`src/rtl/i2cst_pkg.sv`:
```
package i2cst_pkg;
    localparam int ADDR_W = 7;
    localparam int BYTE_W = 8;
    localparam int CNT_W  = $clog2(BYTE_W);

    typedef enum logic [2:0] {
        S_IDLE, S_ADDR, S_AACK, S_WAIT, S_TX, S_ACKCHK
    } ctl_state_e;

    localparam logic [7:0] CODE_RD_ADDR  = 8'hA8;
    localparam logic [7:0] CODE_WR_ADDR  = 8'h60;
    localparam logic [7:0] CODE_GC_ADDR  = 8'h70;
    localparam logic [7:0] CODE_TX_ACK   = 8'hB8;
    localparam logic [7:0] CODE_TX_NACK  = 8'hC0;
    localparam logic [7:0] CODE_LAST_ACK = 8'hC8;
    localparam logic [7:0] CODE_NONE     = 8'hF8;

    typedef struct packed {
        logic rise;
        logic fall;
        logic start;
        logic stop;
        logic scl;
        logic sda;
    } bus_ev_t;

    function automatic logic addr_hit(input logic [ADDR_W-1:0] got, input logic rw,
                                      input logic [ADDR_W-1:0] own, input logic gc_on);
        return (got == own) || (gc_on && got == '0 && !rw);
    endfunction

    function automatic logic code_known(input logic [7:0] c);
        return c inside {CODE_RD_ADDR, CODE_WR_ADDR, CODE_GC_ADDR, CODE_TX_ACK,
                         CODE_TX_NACK, CODE_LAST_ACK};
    endfunction
endpackage

```
`src/rtl/i2cst_linemon.sv`:
```
module i2cst_linemon
    import i2cst_pkg::*;
(
    input  logic    clk,
    input  logic    rst,
    input  logic    scl_i,
    input  logic    sda_i,
    output bus_ev_t ev
);
    logic scl_q, sda_q, scl_p, sda_p;

    always_ff @(posedge clk) begin
        if (rst) begin
            scl_q <= 1'b1;
            sda_q <= 1'b1;
            scl_p <= 1'b1;
            sda_p <= 1'b1;
        end else begin
            scl_q <= scl_i;
            sda_q <= sda_i;
            scl_p <= scl_q;
            sda_p <= sda_q;
        end
    end

    always_comb begin
        ev.rise  = scl_q & ~scl_p;
        ev.fall  = ~scl_q & scl_p;
        ev.start = scl_q & scl_p & sda_p & ~sda_q;
        ev.stop  = scl_q & scl_p & ~sda_p & sda_q;
        ev.scl   = scl_q;
        ev.sda   = sda_q;
    end
endmodule

```
`src/rtl/i2cst_txshift.sv`:
```
module i2cst_txshift #(
    parameter int W = 8
) (
    input  logic         clk,
    input  logic         rst,
    input  logic         wr,
    input  logic [W-1:0] wdata,
    input  logic         load,
    input  logic         shift,
    output logic         msb
);
    logic [W-1:0] hold_q, sh_q;

    always_ff @(posedge clk) begin
        if (rst) begin
            hold_q <= '0;
            sh_q   <= '1;
        end else begin
            if (wr) hold_q <= wdata;
            if (load) sh_q <= hold_q;
            else if (shift) sh_q <= {sh_q[W-2:0], 1'b1};
        end
    end

    assign msb = sh_q[W-1];

    // the first bit driven after a load is the held byte's MSB
    p_load_msb_r6: assert property (@(posedge clk) disable iff (rst)
        load && !wr |=> msb == $past(hold_q[W-1]));
endmodule

```
`src/rtl/i2cst_ctrl.sv`:
```
module i2cst_ctrl
    import i2cst_pkg::*;
(
    input  logic              clk,
    input  logic              rst,
    input  logic              en,
    input  logic              ack_en,
    input  logic              gc_en,
    input  logic [ADDR_W-1:0] own_addr,
    input  bus_ev_t           ev,
    input  logic              flag_clr,
    input  logic              msb,
    output logic              load,
    output logic              shift,
    output logic              sda_oe,
    output logic              flag,
    output logic [7:0]        code
);
    localparam logic [CNT_W-1:0] BIT_LAST = CNT_W'(BYTE_W - 1);

    ctl_state_e        state_q;
    logic [CNT_W-1:0]  cnt_q;
    logic [BYTE_W-1:0] sr_q;
    logic drive_q, flag_q, more_q, last_q, ack_q, gc_q, rd_q;
    logic [7:0] code_q;

    always_ff @(posedge clk) begin
        if (rst || !en) begin
            state_q <= S_IDLE;
            cnt_q   <= '0;
            sr_q    <= '0;
            drive_q <= 1'b0;
            flag_q  <= 1'b0;
            more_q  <= 1'b0;
            last_q  <= 1'b0;
            ack_q   <= 1'b0;
            gc_q    <= 1'b0;
            rd_q    <= 1'b0;
            code_q  <= CODE_NONE;
        end else if (!flag_q && ev.start) begin
            state_q <= S_ADDR;
            cnt_q   <= '0;
            drive_q <= 1'b0;
        end else if (!flag_q && ev.stop) begin
            state_q <= S_IDLE;
            drive_q <= 1'b0;
        end else begin
            case (state_q)
                S_ADDR: if (ev.rise) begin
                    sr_q <= {sr_q[BYTE_W-2:0], ev.sda};
                    if (cnt_q == BIT_LAST) begin
                        cnt_q   <= '0;
                        rd_q    <= ev.sda;
                        gc_q    <= (sr_q[ADDR_W-1:0] == '0);
                        state_q <= (ack_en && addr_hit(sr_q[ADDR_W-1:0], ev.sda, own_addr, gc_en))
                                   ? S_AACK : S_IDLE;
                    end else begin
                        cnt_q <= cnt_q + 1'b1;
                    end
                end
                S_AACK: if (ev.fall) begin
                    if (cnt_q == '0) begin
                        drive_q <= 1'b1;
                        cnt_q   <= 1;
                    end else begin
                        drive_q <= 1'b0;
                        flag_q  <= 1'b1;
                        more_q  <= rd_q;
                        state_q <= S_WAIT;
                        code_q  <= rd_q ? CODE_RD_ADDR : (gc_q ? CODE_GC_ADDR : CODE_WR_ADDR);
                    end
                end
                S_WAIT: if (flag_clr) begin
                    flag_q <= 1'b0;
                    cnt_q  <= '0;
                    if (more_q) begin
                        last_q  <= !ack_en;
                        state_q <= S_TX;
                    end else begin
                        state_q <= S_IDLE;
                    end
                end
                S_TX: if (ev.fall) begin
                    if (cnt_q == BIT_LAST) begin
                        cnt_q   <= '0;
                        state_q <= S_ACKCHK;
                    end else begin
                        cnt_q <= cnt_q + 1'b1;
                    end
                end
                S_ACKCHK: if (ev.rise) begin
                    ack_q <= !ev.sda;
                    cnt_q <= 1;
                end else if (ev.fall && cnt_q == 1) begin
                    flag_q  <= 1'b1;
                    state_q <= S_WAIT;
                    more_q  <= ack_q && !last_q;
                    code_q  <= !ack_q ? CODE_TX_NACK : (last_q ? CODE_LAST_ACK : CODE_TX_ACK);
                end
                default: ;
            endcase
        end
    end

    assign load   = (state_q == S_WAIT) && flag_clr && more_q;
    assign shift  = (state_q == S_TX) && ev.fall;
    assign sda_oe = drive_q | ((state_q == S_TX) && !msb);
    assign flag   = flag_q;
    assign code   = code_q;

    // a new event is only posted right after an SCL falling edge
    p_flag_after_fall_r7: assert property (@(posedge clk) disable iff (rst)
        $rose(flag_q) |-> $past(ev.fall));
    // nothing is driven while not addressed
    p_idle_quiet_r3: assert property (@(posedge clk) disable iff (rst)
        state_q == S_IDLE |-> !sda_oe);
    // the master's acknowledge bit is never overdriven
    p_ack_released_r8: assert property (@(posedge clk) disable iff (rst)
        state_q == S_ACKCHK |-> !sda_oe);
    // a raised flag always carries a defined code
    p_code_known_r11: assert property (@(posedge clk) disable iff (rst)
        flag_q |-> code_known(code_q));
    // SDA drive changes only during the SCL low phase
    p_sda_low_phase_r6: assert property (@(posedge clk) disable iff (rst)
        en && $past(en) && !$stable(sda_oe) |-> !ev.scl);
endmodule

```
`src/rtl/i2c_tx_slave.sv`:
```
module i2c_tx_slave
    import i2cst_pkg::*;
(
    input  logic              clk,
    input  logic              rst,
    input  logic              en,
    input  logic [ADDR_W-1:0] own_addr,
    input  logic              gc_en,
    input  logic              ack_en,
    input  logic [BYTE_W-1:0] tx_data,
    input  logic              tx_load,
    input  logic              flag_clr,
    input  logic              scl_i,
    input  logic              sda_i,
    output logic              scl_oe,
    output logic              sda_oe,
    output logic              flag,
    output logic [7:0]        status
);
    bus_ev_t    ev;
    logic       load, shift, msb;
    logic [7:0] code;

    i2cst_linemon u_mon (
        .clk(clk), .rst(rst), .scl_i(scl_i), .sda_i(sda_i), .ev(ev)
    );

    i2cst_txshift #(.W(BYTE_W)) u_sh (
        .clk(clk), .rst(rst), .wr(tx_load), .wdata(tx_data),
        .load(load), .shift(shift), .msb(msb)
    );

    i2cst_ctrl u_ctl (
        .clk(clk), .rst(rst), .en(en), .ack_en(ack_en), .gc_en(gc_en),
        .own_addr(own_addr), .ev(ev), .flag_clr(flag_clr), .msb(msb),
        .load(load), .shift(shift), .sda_oe(sda_oe), .flag(flag), .code(code)
    );

    assign scl_oe = flag;
    assign status = flag ? code : CODE_NONE;
endmodule

```
`config.mk`:
```
export PLATFORM = sky130hd
export DESIGN_NAME = i2c_tx_slave
export DESIGN_NICKNAME = d
export VERILOG_FILES = /design/src/rtl/i2cst_pkg.sv /design/src/rtl/i2cst_linemon.sv /design/src/rtl/i2cst_txshift.sv /design/src/rtl/i2cst_ctrl.sv /design/src/rtl/i2c_tx_slave.sv
export SDC_FILE = /design/constraint.sdc
export NUM_CORES = 1
export LEC_CHECK = 0
export ABC_AREA = 1
export CAP_MARGIN = 20
export CORE_MARGIN = 2
export CORE_UTILIZATION = 57
export DETAILED_ROUTE_END_ITERATION = 7
export PLACE_DENSITY_LB_ADDON = 0.1
export SKIP_LAST_GASP = 1
export SYNTH_ARGS = -nofsm -noshare
export SYNTH_HDL_FRONTEND = slang
export SYNTH_SLANG_ARGS = --single-unit
```
`constraint.sdc`:
```
create_clock -name clk -period 2.7 [get_ports clk]
set_clock_uncertainty 0.2 [all_clocks]
set_input_delay 0.405 -clock clk [delete_from_list [all_inputs] [get_ports clk]]
set_output_delay 0.405 -clock clk [all_outputs]
set_load 0.005 [all_outputs]
```
==> Word-level counts from Yosys, hierarchy flattened <==
Cells that the tools add are included.
{ "word_totals": {"inputBits": 24, "elab_cells": 145, "out_inout_bits": 11, "register_bits": 48} }
{ "classes": {"n_reduce_logical": 38, "mux": 46, "n_bitwise": 14, "addsub": 1, "eq_ne": 28} }
{ "op_table": {"columns": ["op", "count"], "rows": [
  ["8-bit two-way mux", 9],
  ["3-bit two-way mux", 17],
  ["3-bit one-hot mux with 5 select lines", 2],
  ["4-bit by 1-bit inequality test with 1-bit output (second input constant)", 5],
  ["10-bit AND reduction", 2],
  ["4-bit by 2-bit inequality test with 1-bit output (second input constant)", 4],
  ["8-bit one-hot mux with 2 select lines", 1],
  ["8-bit AND reduction", 2],
  ["1-bit two-way mux", 12],
  ["2-bit by 1-bit inequality test with 1-bit output (second input constant)", 6],
  ["1-bit logical AND", 11],
  ["2-bit inequality test (second input constant)", 5],
  ["5-bit AND reduction", 2],
  ["3-bit equality test (second input constant)", 3],
  ["4-bit AND reduction", 2],
  ["1-bit AND", 7],
  ["7-bit equality test", 1],
  ["7-bit logical NOT", 1],
  ["7-bit two-way mux", 1],
  ["7-bit AND reduction", 1],
  ["7-bit nonzero test", 1],
  ["3-bit by 1-bit equality test with 1-bit output (second input constant)", 2],
  ["3-bit by 2-bit equality test with 1-bit output (second input constant)", 2],
  ["1-bit logical NOT", 6],
  ["15 further kinds", 22]
]} }

==> Depth between registers and ports, before layout <==
Gate-level depths: netlist of the first run.
{ "depth": {"ltp_word": 11, "ltp_mapped": 14} }

==> Cells and area by module <==
From an unflattened synthesis of the first run, not the netlist that was laid out.
{ "hier_totals": {"hier_cells": 363, "area_unflattened_um2": 2448.6} }
{ "modules_own_cells": {"columns": ["module", "n_inst", "cells_per_inst", "area_per_inst_um2"], "rows": [
  ["i2cst_ctrl", 1, 222, 1510.2],
  ["i2cst_txshift", 1, 101, 705.7],
  ["i2cst_linemon", 1, 22, 160.2],
  ["i2c_tx_slave", 1, 18, 72.6]
]} }

==> Least setup slack after synthesis of the first run <==
OpenSTA, ideal clock, no wires.
{ "synth_timing": {"kind": "register to register", "start": "register u_ctl.cnt_q[0]", "end": "register u_ctl.more_q", "path_slack_ns": 1.035, "path_stages_with_launch": 14, "arrival_time_ns": 1.352, "path_buffers": 1, "required_ns": 2.387, "cell_sequence": "dfxtp_1 -> inv_1 -> ha_1 -> inv_1 -> nor2_1 -> nand2_1 -> nand2_1 -> inv_2 -> nand2_1 -> nor2_1 -> buf_4 -> nand2_1 -> nand2_1 -> nor2_1"} }
{ "synth_via": {"elab_chain_len": 4} }
{ "synth_rtl": {"columns": ["element", "line", "source"], "rows": [
  ["start, declared", "i2cst_ctrl.sv:22", "logic [CNT_W-1:0] cnt_q;"],
  ["start signal, assigned", "i2cst_ctrl.sv:58", "cnt_q <= cnt_q + 1'b1;"],
  ["start signal, assigned", "i2cst_ctrl.sv:88", "cnt_q <= cnt_q + 1'b1;"],
  ["3-bit by 1-bit equality test with 1-bit output", "i2cst_ctrl.sv:94", "end else if (ev.fall && cnt_q == 1) begin"],
  ["1-bit logical AND", "i2cst_ctrl.sv:94", null],
  ["2-bit by 1-bit inequality test with 1-bit output (no source line)", null, null],
  ["7-bit AND reduction (no source line) (*)", null, null],
  ["end signal, assigned", "i2cst_ctrl.sv:68", "more_q <= rd_q;"],
  ["end signal, assigned", "i2cst_ctrl.sv:97", "more_q <= ack_q && !last_q;"],
  ["end, declared", "i2cst_ctrl.sv:24", "logic drive_q, flag_q, more_q, last_q, ack_q, gc_q, rd_q;"]
]} }
Every way passes the cells marked *; elsewhere a longest branch is shown, timed or not.
A chain may end at the register's enable or synchronous reset.

==> Worst setup path after layout of the first run <==
{ "layout_timing": {"start": "register u_ctl.state_q[1]", "end": "output sda_oe"} }
{ "layout_via": {"elab_chain_len": 3} }
{ "layout_rtl": {"columns": ["element", "line", "source"], "rows": [
  ["start, declared", "i2cst_ctrl.sv:21", "ctl_state_e state_q;"],
  ["start signal, assigned", "i2cst_ctrl.sv:55", "state_q <= (ack_en && addr_hit(sr_q[ADDR_W-1:0], ev.sda, own_addr, gc_en))"],
  ["3-bit equality test", "i2cst_ctrl.sv:107", "assign sda_oe = drive_q | ((state_q == S_TX) && !msb);"],
  ["1-bit logical AND", "i2cst_ctrl.sv:107", null],
  ["1-bit OR", "i2cst_ctrl.sv:107", null],
  ["end, declared", "i2c_tx_slave.sv:16", "output logic sda_oe,"]
]} }
Every way passes these cells.

==> qor.log, run 1 <==
[outcome] outcome finished clean
[setup_path] biggest cell delay along the critical path 520 ps
[global_routing] global-route usage over all layers 0.249
[timing] number of pins exceeding their max-slew limit in the final report 0
[route] total vias in the final route 2071
[placed_design] total half-perimeter wirelength after legalization and detailed placement 3.81 mm
[yosys] top cells by instance count after synthesis nand2_1 (79), nor2_1 (49), dfxtp_1 (45), inv_1 (44), o21ai_0 (24)
[clock_network] Worst-Skew Late Latency 300 ps
[yosys] Most used DFF post-synth dfxtp_1
[route] number of optimization iterations in the first detailed-route pass 4
[clock_network] Hold Buf Count CTS 0
[global_routing] first-pass GRT wire length 8.53 mm
[power] relative contribution of combinational cells to total power 0.105
[setup_path] largest fanout on the critical path 6
[timing] Sum Neg Setup Slack 0 ps
[timing] number of failing setup endpoints in the final timing report 0
[placed_design] final RePlAce weighted congestion 0.903
[clock_network] Resized cells post-CTS 0
[clock_network] TritonCTS clock tree done
[setup_path] Worst Setup End Kind primary output
[yosys] share of synthesized area occupied by flip-flops and latches 0.399
[global_routing] initial antenna violation count 0
[yosys] Cell Area, Synth 2260 um2
[yosys] register bit total from synthesis 45
[cells_and_area] number of diodes 0
[floorplan] Top Ports 35
[power] switching share of power 0.251
[clock_network] Clk pin slew, worst setup/hold paths 80 ps
[clock_network] htree depth 2
[floorplan] core box area 3740 um2
[floorplan] Initial Util 0.603
[global_routing] largest net degree at the start of global routing 19
[cells_and_area] area added between synthesis and finish 19.2%
[setup_path] sequence of cells on the critical path nor2_1 -> nand2_1 -> o21bai_1 -> clkdlybuf4s50_1
[power] cell internal pwr 953 uW
[power] clock network power share 0.351
[timing] final critical-path required period 2390 ps
[power] Power Density 473 nW/um2
[yosys] warning count from the yosys run 0
[setup_path] data required time at the worst endpoint 2100 ps
[yosys] EDFF count, synth 0
[cells_and_area] Final nets 394
[timing] max_slew headroom 0.618
[route] Remaining DRCs 0
[yosys] cell accounting for the most synthesized area dfxtp_1
[floorplan] chip width 66.9 um
[clock_network] maximum root-to-sink buffer count 2
[setup_path] Worst Setup Path Type reg2out
[placed_design] count of input and output buffers 31
[floorplan] die area 4480 um2
[power] total chip power 1.27 mW
[power] Static Leakage 1.24 nW
[timing] unrepaired setup endpoints after global routing false
[hold_path] worst min-delay path class reg2reg
[setup_path] Worst Path Arrival 1790 ps
[global_routing] total grt overflow 0
[timing] total count of hold-check failures in the final report 0
[yosys] fraction of registers with async set or reset after synthesis 0
[placed_design] DP Worst Slack 575 ps
[yosys] Gate Count Post-Synth 333
[timing] final worst slack 310 ps
[clock_network] Clock Root Buffer clkbuf_8
[timing] measured slew at the worst slew-check pin 570 ps
[route] antenna-violating nets left 0
[timing] final clock period utilization by the worst path 0.885
[yosys] leading cell types by total area after synthesis dfxtp_1 (40%), nand2_1 (13%), nor2_1 (8.2%)
[flow_run] Max-cap violations 0
[clock_network] number of clock buffers inserted by TritonCTS 5
[setup_path] Startpoint Class flip-flop
[clock_network] Clock Sink Count 45
[yosys] Yosys cell types 32
[yosys] Synth top area share 0.399
[power] Psw 319 uW
[floorplan] vertical die dimension 66.9 um
[route] post-DR wirelength/cell 11.7 um
[setup_path] Critical-path top delay cell clkdlybuf4s50_1
[yosys] Post-Syn Area per Cell 6.77 um2
[route] via-per-instance ratio 4.99
[yosys] most frequent cell after synthesis nand2_1
[clock_network] count of buffers added by post-CTS timing repair for setup 0
[route] initial drt markers 159
[cells_and_area] Layout Utilization 0.719
[floorplan] total number of placement rows 22
[cells_and_area] fraction of layout cells with a size suffix above 1 0.0654
[power] worst IR drop on VDD 0.356 mV
[route] aggregate routed wire length 4.86 mm
[global_routing] number of global-route vias before repair 1973
[timing] timing-limited maximum frequency 418 MHz
[power] part of the power in registers 0.543
==> metal layers <==
metal / wire [um] / global-route usage / share of wire / up-vias
met2: 2190 / 0.414 / 0.45 / 51
met4: 29 / 0.0561 / 0.0060 / 0
met3: 270 / 0.0591 / 0.056 / 5
met1: 2370 / 0.327 / 0.49 / 894
li1: - / - / - / 1121
met5: 0 / 0 / 0 / -
==> power by group through the flow <==
stage / Combinational (mW) / Sequential, mW / Clock (mW)
5_1_grt: 0.154 / 0.693 / 0.486
2_1_floorplan: 0.0810 / 0.702 / 0
4_1_cts: 0.134 / 0.690 / 0.457
6_report: 0.134 / 0.691 / 0.447
3_3_place_gp: 0.131 / 0.706 / 0
3_5_place_dp: 0.134 / 0.706 / 0
==> per-stage QoR <==
step | instance area [um2] | instances | hold WS [ps]
2_1_floorplan | 2260 | 335 | 232
4_1_cts | 2690 | 415 | 272
3_5_place_dp | 2590 | 407 | 250
5_1_grt | 2690 | 415 | 314
6_report | 2690 | 415 | 269
3_3_place_gp | 2590 | 407 | 244
==> critical path: cells and delay by family (launching register included) <==
kind                   cells  cell delay [ps]
AND/OR/NAND/NOR            2              410
buffers and inverters      1              520
flip-flops                 1              380
AO/OA/AOI/OAI              1              180
==> state kept, by name, indices dropped and copies added (netlist names), 3 cells and up <==
name / flops
u_sh.hold_q: 8
u_ctl.sr_q: 7
u_ctl.cnt_q: 3
u_sh.sh_q: 8
u_ctl.code: 5
u_ctl.state_q: 3
==> cells by family after synthesis <==
group,after synthesis,synth area share
simple gates,165,0.312
fa+ha+maj,4,0.0222
buf+inv,58,0.106
flops,45,0.399
other cells,1,0.00166
compound gates,55,0.140
xor+xnor,5,0.0194
==> area by class of cell <==
type	count	area, um2
Sequential cell	45	901
Tap cell	48	60.1
Clock buffer	6	82.6
Timing Repair Buffer	32	318
Multi-Input combinational cell	232	1120
Inverter	50	188
Clock inverter	2	17.5
Fill cell	341	1050
==> worst paths after layout <==
check | from | end | slack, ps | cells past startpoint
worst max register to register | u_ctl.cnt_q[0] | u_ctl.code[3] | 580 | 12
worst min register to register | u_sh.sh_q[3] | u_sh.sh_q[3] | 270 | 2
worst min-delay path | u_sh.sh_q[3] | u_sh.sh_q[3] | 270 | 2
worst max-delay path | u_ctl.state_q[1] | sda_oe | 310 | 4
==> placed cells by master (no fill, tap or decap) <==
cell type	count
nand2_1	79
nor2_1	49
dfxtp_1	45
inv_1	44
clkdlybuf4s50_1	31
o21ai_0	24
nand3_1	19
a21oi_1	15
clkbuf_8	6
inv_2	5
o211ai_1	5
nand4_1	5
nor2_2	4
o2111ai_1	4
xnor2_1	4
ha_1	4
conb_1	3
nand3_2	2
or2_2	2
o31ai_1	2
nor3_1	2
o21bai_1	1
nand2_2	1
clkinv_1	1
a31oi_1	1
nor3_4	1
o22ai_1	1
a21boi_1	1
o21ai_1	1
xor2_1	1
and3_1	1
clkinv_4	1
inv_6	1
buf_4	1
(Power assumes the default switching activity.)
==> inputs of run 2 (changes only) <==
Settings changed: CAP_MARGIN 20 to 40, CORE_UTILIZATION 57 to 58, SYNTH_HIERARCHICAL set to 1.
==> run 2 against run 1 <==
Against the previous run: sequential share of layout area fell by 2.3 points; power rose by 9.7%; final cell count rose by 7.0%; clock-buffer cell count fell by 1; critical path depth did not move; largest cell class unchanged; largest power group unchanged.
==> qor.log, run 2 <==
[outcome] outcome finished clean
[global_routing] peak-usage layer in the global routing report met2
[power] Power Density 483 nW/um2 [+2.2%]
[floorplan] total number of placement rows 23 [+4.5%]
[cells_and_area] most common library cell in the layout ignoring fill and taps nand2_1
[timing] unrepaired setup endpoints after global routing false
[route] initial drt markers 108 [-32%]
[global_routing] global-route usage over all layers 0.230 [-0.0195]
[power] relative contribution of combinational cells to total power 0.074 [-0.031]
[global_routing] largest net degree at the start of global routing 16 [-3]
[flow_run] Max-cap violations 0 [unchanged]
[clock_network] Clock Root Buffer clkbuf_8
[setup_path] Worst Path Arrival 1690 ps [-100 ps]
[cells_and_area] Final nets 421 [+6.9%]
[timing] final critical-path required period 2290 ps [-97.9 ps]
[clock_network] Clk pin slew, worst setup/hold paths 90 ps [about the same]
[power] switching share of power 0.212 [-0.0388]
[cells_and_area] Layout Utilization 0.717 [-0.00150]
[floorplan] die area 4740 um2 [+6.0%]
[floorplan] core box area 4030 um2 [+7.6%]
[global_routing] GR Util met2 0.382 [-0.0315]
[placed_design] final RePlAce weighted congestion 0.954 [+5.6%]
[setup_path] Startpoint Class flip-flop
[hold_path] worst min-delay path class reg2reg
[yosys] warning count from the yosys run 6 [+6]
[timing] measured slew at the worst slew-check pin 619 ps [+48.7 ps]
[timing] final worst slack 408 ps [+97.9 ps]
[route] Remaining DRCs 0 [unchanged]
[setup_path] critical path startpoint u_ctl/state_q[0]
[setup_path] Worst Setup End Kind primary output
[clock_network] Resized cells post-CTS 0 [unchanged]
[clock_network] count of buffers added by post-CTS timing repair for setup 0 [unchanged]
[route] total vias in the final route 2190 [+5.7%]
[setup_path] data required time at the worst endpoint 2100 ps [about the same]
[clock_network] number of clock buffers inserted by TritonCTS 5 [unchanged]
[power] worst IR drop on VDD 0.405 mV [+14%]
[clock_network] htree depth 2 [unchanged]
[placed_design] DP Worst Slack 488 ps [-86.8 ps]
[timing] final clock period utilization by the worst path 0.849 [-0.0363]
[global_routing] total grt overflow 0 [unchanged]
[route] post-DR wirelength/cell 11.1 um [-5.7%]
[timing] max_slew headroom 0.586 [-0.0324]
[placed_design] total half-perimeter wirelength after legalization and detailed placement 3.70 mm [-2.9%]
[timing] number of failing setup endpoints in the final timing report 0 [unchanged]
[setup_path] biggest cell delay along the critical path 510 ps [about the same]
[power] Static Leakage 1.30 nW [+4.7%]
[power] total chip power 1.40 mW [+9.7%]
[floorplan] Top Ports 35 [unchanged]
[placed_design] count of input and output buffers 31 [unchanged]
[power] cell internal pwr 1.10 mW [+15%]
[route] antenna-violating nets left 0 [unchanged]
[global_routing] initial antenna violation count 0 [unchanged]
[cells_and_area] area added between synthesis and finish 18.3%
[timing] total count of hold-check failures in the final report 0 [unchanged]
[floorplan] Initial Util 0.606 [+0.00329]
[setup_path] sequence of cells on the critical path nor2_1 -> nand2_2 -> o21bai_1 -> clkdlybuf4s50_1
[yosys] Gate Count Post-Synth 362 [+8.7%]
[setup_path] Critical-path top delay cell clkdlybuf4s50_1
[clock_network] Hold Buf Count CTS 0 [unchanged]
[timing] number of pins exceeding their max-slew limit in the final report 0 [unchanged]
[setup_path] Worst Setup Path Type reg2out
[clock_network] TritonCTS clock tree done
[setup_path] largest fanout on the critical path 8 [+2]
[route] via-per-instance ratio 4.93 [-1.2%]
[power] clock network power share 0.437 [+0.086]
[global_routing] met1 track utilization from global routing 0.292 [-0.0351]
[setup_path] FF-to-FF Start u_ctl/state_q[0]
[power] part of the power in registers 0.489 [-0.054]
[global_routing] first-pass GRT wire length 8.12 mm [-4.8%]
[yosys] Post-Syn Area per Cell 6.74 um2 [-0.46%]
[cells_and_area] Top Registers u_sh/hold_q x8, u_sh/sh_q x8, u_ctl/sr_q x7
[clock_network] Worst-Skew Late Latency 300 ps [about the same]
[timing] Sum Neg Setup Slack 0 ps [unchanged]
[global_routing] GR Layer Usage met3 0.0519 [-0.00717]
[hold_path] hold path startpoint u_sh/sh_q[5]
[clock_network] Clock Sink Count 45 [unchanged]
[power] Psw 296 uW [-7.2%]
[route] number of optimization iterations in the first detailed-route pass 4 [unchanged]
[clock_network] maximum root-to-sink buffer count 2 [unchanged]
[cells_and_area] top library cells by usage in the layout, fill and taps aside nand2_1 (81), nor2_1 (57), inv_1 (46)
[global_routing] number of global-route vias before repair 1871 [-5.2%]
[cells_and_area] number of diodes 0 [unchanged]
[floorplan] vertical die dimension 68.9 um [+2.9%]
[cells_and_area] fraction of layout cells with a size suffix above 1 0.102 [+0.0361]
[timing] timing-limited maximum frequency 436 MHz [+4.3%]
[floorplan] chip width 68.9 um [+2.9%]
[route] aggregate routed wire length 4.91 mm [+0.90%]
[yosys] Cell Area, Synth 2440 um2 [+8.2%]
run 2: cell types whose count changed in the layout (fill, tap and decap cells not counted), moves of 3 or more:
cell	delta
inv_2	+4
a21oi_1	+7
o211ai_1	-4
nor2_2	+3
nor2_1	+8
nand2_2	+4
o2111ai_1	-4
nand4_1	-3
run 2: final cells by class:
cell class                      count  area [um2]
Inverter                           58         223
Fill cell                         365        1140
Multi-Input combinational cell    250        1240
Tap cell                           50        62.6
Timing Repair Buffer               33         325
Clock buffer                        5        68.8
Sequential cell                    45         901
Clock inverter                      3        68.8
run 2: worst paths after layout:
| kind | to | slack [ps] | cells past startpoint |
|---|---|---|---|
| worst min-delay path | u_sh/sh_q[5] | 270 | 2 |
| worst max register to register | u_ctl/last_q | 590 | 7 |
| worst min register to register | u_sh/sh_q[5] | 270 | 2 |
| worst max-delay path | sda_oe | 410 | 4 |
run 2: per-stage QoR:
step           cell area, um2  hold slack [ps]  instances
3_5_place_dp             2750              246        436
3_3_place_gp             2750              244        436
6_report                 2890              267        444
2_1_floorplan            2450              233        364
4_1_cts                  2890              268        444
5_1_grt                  2890              293        444
run 2: critical path, delay by kind of cell (launching register included):
kind                   cells  cell delay [ps]
buffers and inverters      1              510
AOI/OAI and AO/OA          1              140
and+or+nand+nor            2              310
DFF                        1              410
run 2: layer usage:
| layer | routed length, um | vias up |
|---|---|---|
| met5 | 0 | - |
| met1 | 2280 | 949 |
| met4 | 99 | 0 |
| met2 | 2290 | 55 |
| li1 | - | 1175 |
| met3 | 233 | 11 |
run 2: power groups by stage:
stage | Sequential [mW] | Clock (mW) | Combinational, mW
6_report | 0.683 | 0.610 | 0.103
2_1_floorplan | 0.695 | 0 | 0.0587
3_3_place_gp | 0.698 | 0 | 0.102
4_1_cts | 0.683 | 0.627 | 0.103
5_1_grt | 0.685 | 0.652 | 0.115
3_5_place_dp | 0.698 | 0 | 0.102
